==> src/rtl/cmp_pkg.sv <==
package cmp_pkg;

  typedef struct packed {
    logic gt;
    logic lt;
  } cmp_flags_t;

  function automatic cmp_flags_t cell_step(input logic x, input logic y, input cmp_flags_t below);
    cmp_flags_t res;
    logic       same;
    same   = ~(x ^ y);
    res.gt = (x & ~y) | (same & below.gt);
    res.lt = (~x & y) | (same & below.lt);
    return res;
  endfunction

  function automatic logic cell_equal(input logic x, input logic y, input cmp_flags_t below);
    return ~(x ^ y) & ~below.gt & ~below.lt;
  endfunction

endpackage

==> src/rtl/cmp_cell.sv <==
module cmp_cell
  import cmp_pkg::*;
(
  input  logic       x_i,
  input  logic       y_i,
  input  cmp_flags_t below_i,
  output cmp_flags_t above_o,
  output logic       eq_o
);

  always_comb begin
    above_o = cell_step(x_i, y_i, below_i);
    eq_o    = cell_equal(x_i, y_i, below_i);
  end

endmodule

==> src/rtl/cmp_chain.sv <==
module cmp_chain
  import cmp_pkg::*;
#(
  parameter int WIDTH = 4
) (
  input  logic [WIDTH-1:0] a_i,
  input  logic [WIDTH-1:0] b_i,
  input  logic             gt_in_i,
  input  logic             lt_in_i,
  output logic [WIDTH:0]   gt_chain_o,
  output logic [WIDTH:0]   lt_chain_o,
  output logic [WIDTH-1:0] eq_vec_o
);

  cmp_flags_t link [WIDTH+1];

  assign link[0].gt = gt_in_i;
  assign link[0].lt = lt_in_i;

  for (genvar i = 0; i < WIDTH; i++) begin : g_cell
    cmp_cell u_cell (
      .x_i     (a_i[i]),
      .y_i     (b_i[i]),
      .below_i (link[i]),
      .above_o (link[i+1]),
      .eq_o    (eq_vec_o[i])
    );
  end

  for (genvar j = 0; j <= WIDTH; j++) begin : g_tap
    assign gt_chain_o[j] = link[j].gt;
    assign lt_chain_o[j] = link[j].lt;
  end

endmodule

==> src/rtl/mag_cmp_ripple.sv <==
module mag_cmp_ripple #(
  parameter int WIDTH = 4
) (
  input  logic [WIDTH-1:0] a_i,
  input  logic [WIDTH-1:0] b_i,
  input  logic             casc_gt_i,
  input  logic             casc_lt_i,
  output logic             gt_o,
  output logic             eq_o,
  output logic             lt_o
);

  localparam int MSB = WIDTH - 1;

  logic [WIDTH:0]   gt_chain;
  logic [WIDTH:0]   lt_chain;
  logic [WIDTH-1:0] eq_vec;

  cmp_chain #(.WIDTH(WIDTH)) u_chain (
    .a_i        (a_i),
    .b_i        (b_i),
    .gt_in_i    (casc_gt_i),
    .lt_in_i    (casc_lt_i),
    .gt_chain_o (gt_chain),
    .lt_chain_o (lt_chain),
    .eq_vec_o   (eq_vec)
  );

  assign gt_o = gt_chain[WIDTH];
  assign lt_o = lt_chain[WIDTH];
  assign eq_o = eq_vec[MSB];

endmodule

==> config.mk <==
export PLATFORM = sky130hd
export DESIGN_NAME = mag_cmp_ripple
export DESIGN_NICKNAME = d
export VERILOG_FILES = /design/src/rtl/cmp_pkg.sv /design/src/rtl/cmp_cell.sv /design/src/rtl/cmp_chain.sv /design/src/rtl/mag_cmp_ripple.sv
export SDC_FILE = /design/constraint.sdc
export NUM_CORES = 1
export LEC_CHECK = 0
export BUFFER_PORTS_ARGS = -buffer_cell sky130_fd_sc_hd__buf_2
export CORE_AREA = 2 2 39 41
export DETAILED_ROUTE_END_ITERATION = 10
export DIE_AREA = 0 0 41 43
export PLACE_DENSITY_LB_ADDON = 0.1
export SYNTH_ARGS = -nofsm -noshare
export SYNTH_HDL_FRONTEND = slang
export SYNTH_SLANG_ARGS = --single-unit
==> constraint.sdc <==
create_clock -name vclk -period 1.1
set_input_delay 0.11 -clock vclk [all_inputs]
set_output_delay 0.11 -clock vclk [all_outputs]
set_load 0.005 [all_outputs]
# --- Yosys cells after proc, flatten, opt, wreduce, memory -nomap -nowiden ---
# Index checks and enable logic that the tools add are counted.
classes:
  bitwise_logic: 44
op_table:
  columns: ["op", "count"]
  rows:
  - ["AND 1 bit", 18]
  - ["inverter 1 bit", 14]
  - ["bitwise OR 1 bit", 8]
  - ["XOR 1 bit", 4]
totals:
  in_bits: 10
  reg_bits: 0
  wordCells: 44
  out_inout_bits: 3

# --- Logic depth before layout (Yosys ltp) ---
logic_depth:
  word_depth: 11
  depth_mapped: 5
  mapped_depth_nobuf: 5

# --- Modules after synthesis ---
# A second synthesis with hierarchy kept.
hier_totals:
  cells_unflattened: 30
  hier_area_um2: 255.2
modules_own_cells:
  columns: ["mod", "area_per_inst_um2", "seq_area_each_um2", "n_inst", "cells_each"]
  rows:
  - ["cmp_cell", 60.1, 0.0, 4, 7]
  - ["cmp_chain", 15.0, 0.0, 1, 2]

# --- Worst setup path after synthesis ---
# Ideal clock, no wire load.
synth_path:
  path_type: "input -> output"
  from: "input port a_i[0]"
  to: "output port eq_o"
  t_required_ns: 0.990
  arrival_ns: 0.976
  path_buffers: 0
  stages: 5
  slack_ns: 0.014
  cell_sequence: "inv_1 -> ha_1 -> a211oi_2 -> nor2_1 -> nor4b_2"
synth_between:
  elab_chain_cells: 11
  elab_cells_between_ends: 21
  cone_classes: "21 x bitwise"
synth_lines:
  columns: ["element", "line_no", "text"]
  rows:
  - ["from (decl)", "mag_cmp_ripple.sv:4", "input logic [WIDTH-1:0] a_i,"]
  - ["XOR 1 bit", null, null]
  - ["inverter 1 bit", null, null]
  - ["AND 1 bit", "cmp_pkg.sv:12", "res.gt = (x & ~y) | (same & below.gt);"]
  - ["bitwise OR 1 bit", "cmp_pkg.sv:12", null]
  - ["AND 1 bit", "cmp_pkg.sv:12", null]
  - ["bitwise OR 1 bit", "cmp_pkg.sv:12", null]
  - ["AND 1 bit", "cmp_pkg.sv:12", null]
  - ["bitwise OR 1 bit", "cmp_pkg.sv:12", null]
  - ["inverter 1 bit", "cmp_pkg.sv:18", "return ~(x ^ y) & ~below.gt & ~below.lt;"]
  - ["AND 1 bit", "cmp_pkg.sv:18", null]
  - ["AND 1 bit *", "cmp_pkg.sv:18", null]
  - ["to (decl)", "mag_cmp_ripple.sv:9", "output logic eq_o,"]
# Mark *: on every way between the ends. The rest lies on a longest branch, timed or not.

# --- Worst setup path after layout ---
layout_path:
  from: "input port b_i[0]"
  to: "output port eq_o"
layout_between:
  elab_chain_cells: 11
  elab_cells_between_ends: 21
  cone_classes: "21 x bitwise"
layout_lines:
  columns: ["element", "line_no", "text"]
  rows:
  - ["from (decl)", "mag_cmp_ripple.sv:5", "input logic [WIDTH-1:0] b_i,"]
  - ["XOR 1 bit", null, null]
  - ["inverter 1 bit", null, null]
  - ["AND 1 bit", "cmp_pkg.sv:12", null]
  - ["bitwise OR 1 bit", "cmp_pkg.sv:12", null]
  - ["AND 1 bit", "cmp_pkg.sv:12", null]
  - ["bitwise OR 1 bit", "cmp_pkg.sv:12", null]
  - ["AND 1 bit", "cmp_pkg.sv:12", null]
  - ["bitwise OR 1 bit", "cmp_pkg.sv:12", null]
  - ["inverter 1 bit", "cmp_pkg.sv:18", null]
  - ["AND 1 bit", "cmp_pkg.sv:18", null]
  - ["AND 1 bit *", "cmp_pkg.sv:18", null]
# Marks and branches as above.

==> reports/results.txt <==
Max Fclk: 812.5 MHz
ANT nets after route: 0
Largest net degree at the start of global routing: 4
Router iterations before antenna repair: 1
Diode count: 0
# Post-CTS Setup Buffers: 0
First-pass GRT wire length: 717 um
Setup WS pre-CTS: -0.2421 ns
Worst path slowest cell: nor4b_2
Status: finished, violations left
Multi-input gate area: 257.7 sq um
Total Wirelength: 510 um
Die width: 41 um
Clkbuf count: 0
GR Overflow Total: 0
Crit path cell chain: buf_6, ha_4, a211oi_2, nor2_1, nor4b_2, buf_2
Port Buffers: 13
Seq/Total Area, Yosys: 0%
YS warnings: 0
Die height: 43 um
Post-synth design cell area: 207.7 sq um
RSZ-0062 raised after global routing: yes
DP Area: 315.3 sq um
Fin area: 426.7 sq um
DP HPWL: 406.8 um
Final setup violation count: 2
Nets@finish: 63
Synth area leaders: ha_1 48%, inv_1 14%, a21o_1 7.2%
DR iter-0 viols: 0
Starting Density: 15.01%
Site row count: 14
Hold Vio Cnt, Final: 0
Violated checks: negative setup slack
Crit path arrival time: 1.12 ns
Tcrit/Tclk final: 111.9%
RD Place Congestion: 0.6601
Slew @ Worst Pin: 0.1951 ns
Wire length per cell: 8.644 um
Synth top area share: 48.19%
Post-Syn Nets: 45
Max-Cap Viols: 0
Cell taking the most area after synthesis: ha_1
Power density over the cells: 381.6 nW/um^2
Vias in the first global route: 201
CP max FO: 2
Post-synthesis compound-gate area fraction: 26.51%
Simple-gate share of the synthesized area: 10.84%
Worst setup SP type: input pin
Seq. cell area: 0 sq um
Core Region: 1384 sq um
Adder-Cell Fraction of Synth Area: 48.19%
Syn_area_per_cell: 7.693 sq um
Cell variety after synth: 10
VDD IR max: 97.36 uV
Period minus WS final: 1.231 ns
Die area: 1763 sq um
Mux cell area share after synthesis: 0%
CP Capture Type: output port
Slew HR: 86.96%
Area Growth Syn to Fin: 105.4%
Max-slew violations: 0
Final worst slack: -0.1308 ns
Via density: 3.881
IO Pins: 13
Total GRT Usage: 5.495%
HP Class: in2out
Share of cells above drive strength 1: 69.77%
Via count: 229
Count of flip-flops and latches: 0
Count of hold-fix buffers inserted at cts: 0
Post-Synth XOR/XNOR Area: 0%
Fill cell count: 148
Initial antenna violation count: 0
Largest family of logic cells by synthesized area: adder cells
CP required: 0.99 ns
Final core occ: 30.83%
CP Class: in2out
Post-Syn Instances: 27
Largest stage delay, worst path: 0.25 ns
DRC Markers: 0
Leakage: 0.0002143 uW
## what timing repair did
action,CTS,global route
resized for setup,12,10
setup endpoints to repair,3,3
pin swaps,5,4
## worst max-delay path: cells and delay by family
kind                     cells  cell delay (ns)
AND/OR/NAND/NOR              2             0.32
buffers and inverters        2             0.25
adder cells (fa/ha/maj)      1             0.24
AO/OA/AOI/OAI                1             0.20
## power by group
group | internal, uW | leakage (uW) | total, uW | switching [uW]
Combinational | 92.5 | 0.000214 | 163 | 70.3
Sequential | 0 | 0 | 0 | 0
Clock | 0 | 0 | 0 | 0
Total | 92.5 | 0.000214 | 163 | 70.3
## per-layer routing
layer / track usage, % / wire, um / vias up / share of wire, %
met5: 0 / 0 / - / 0
met3: 0 / 35 / 0 / 6.9
li1: - / - / 120 / -
met4: 0 / 0 / 0 / 0
met2: 11.56 / 286 / 7 / 56
met1: 5.696 / 188 / 102 / 37
## layout by cell type, fill, tap and decap left out
| cell | count |
|---|---|
| o21ai_2 | 2 |
| nor2_1 | 1 |
| buf_6 | 5 |
| ha_4 | 5 |
| ha_2 | 1 |
| ha_1 | 2 |
| o21bai_1 | 1 |
| a21o_1 | 2 |
| inv_2 | 1 |
| nor4b_2 | 1 |
| buf_4 | 2 |
| a211oi_2 | 1 |
| inv_1 | 6 |
| buf_2 | 9 |
| a21oi_2 | 2 |
| inv_4 | 1 |
| nand2_1 | 1 |
## stage by stage
stage	TNS (ns)	cells	total power, uW	hold WS [ns]
after global routing	-0.3681	59	180.6	0.6381
after floorplan	0	27	62.79	0.4157
after global placement	-0.5259	59	112.7	0.6144
final	-0.1878	59	162.8	0.6106
after detailed placement	-0.5215	59	113.9	0.6312
after CTS	-0.3288	59	143.9	0.6187
## cell type report
class / count / area share [%]
multi-input combinational: 19 / 60.41
timing repair buffer: 16 / 27.27
tap: 16 / 4.692
inverter: 8 / 7.625
## cell families after synthesis
kind of cell	after synthesis
adder cells (fa/ha/maj)	8
AO/OA/AOI/OAI	8
buffers and inverters	8
AND/OR/NAND/NOR	3
## final timing paths
check                 depth (start not counted)    from    to
worst max-delay path                          6  b_i[0]  eq_o
worst min-delay path                          4  b_i[2]  eq_o
## cells in the mapped netlist
cell type,n
a21oi_1,2
o21ai_1,2
nor2_1,1
inv_1,8
ha_1,8
o21bai_1,1
a21o_1,2
nor4b_2,1
a211oi_2,1
nand2_1,1
No activity file was read; power rests on OpenSTA's default activity.
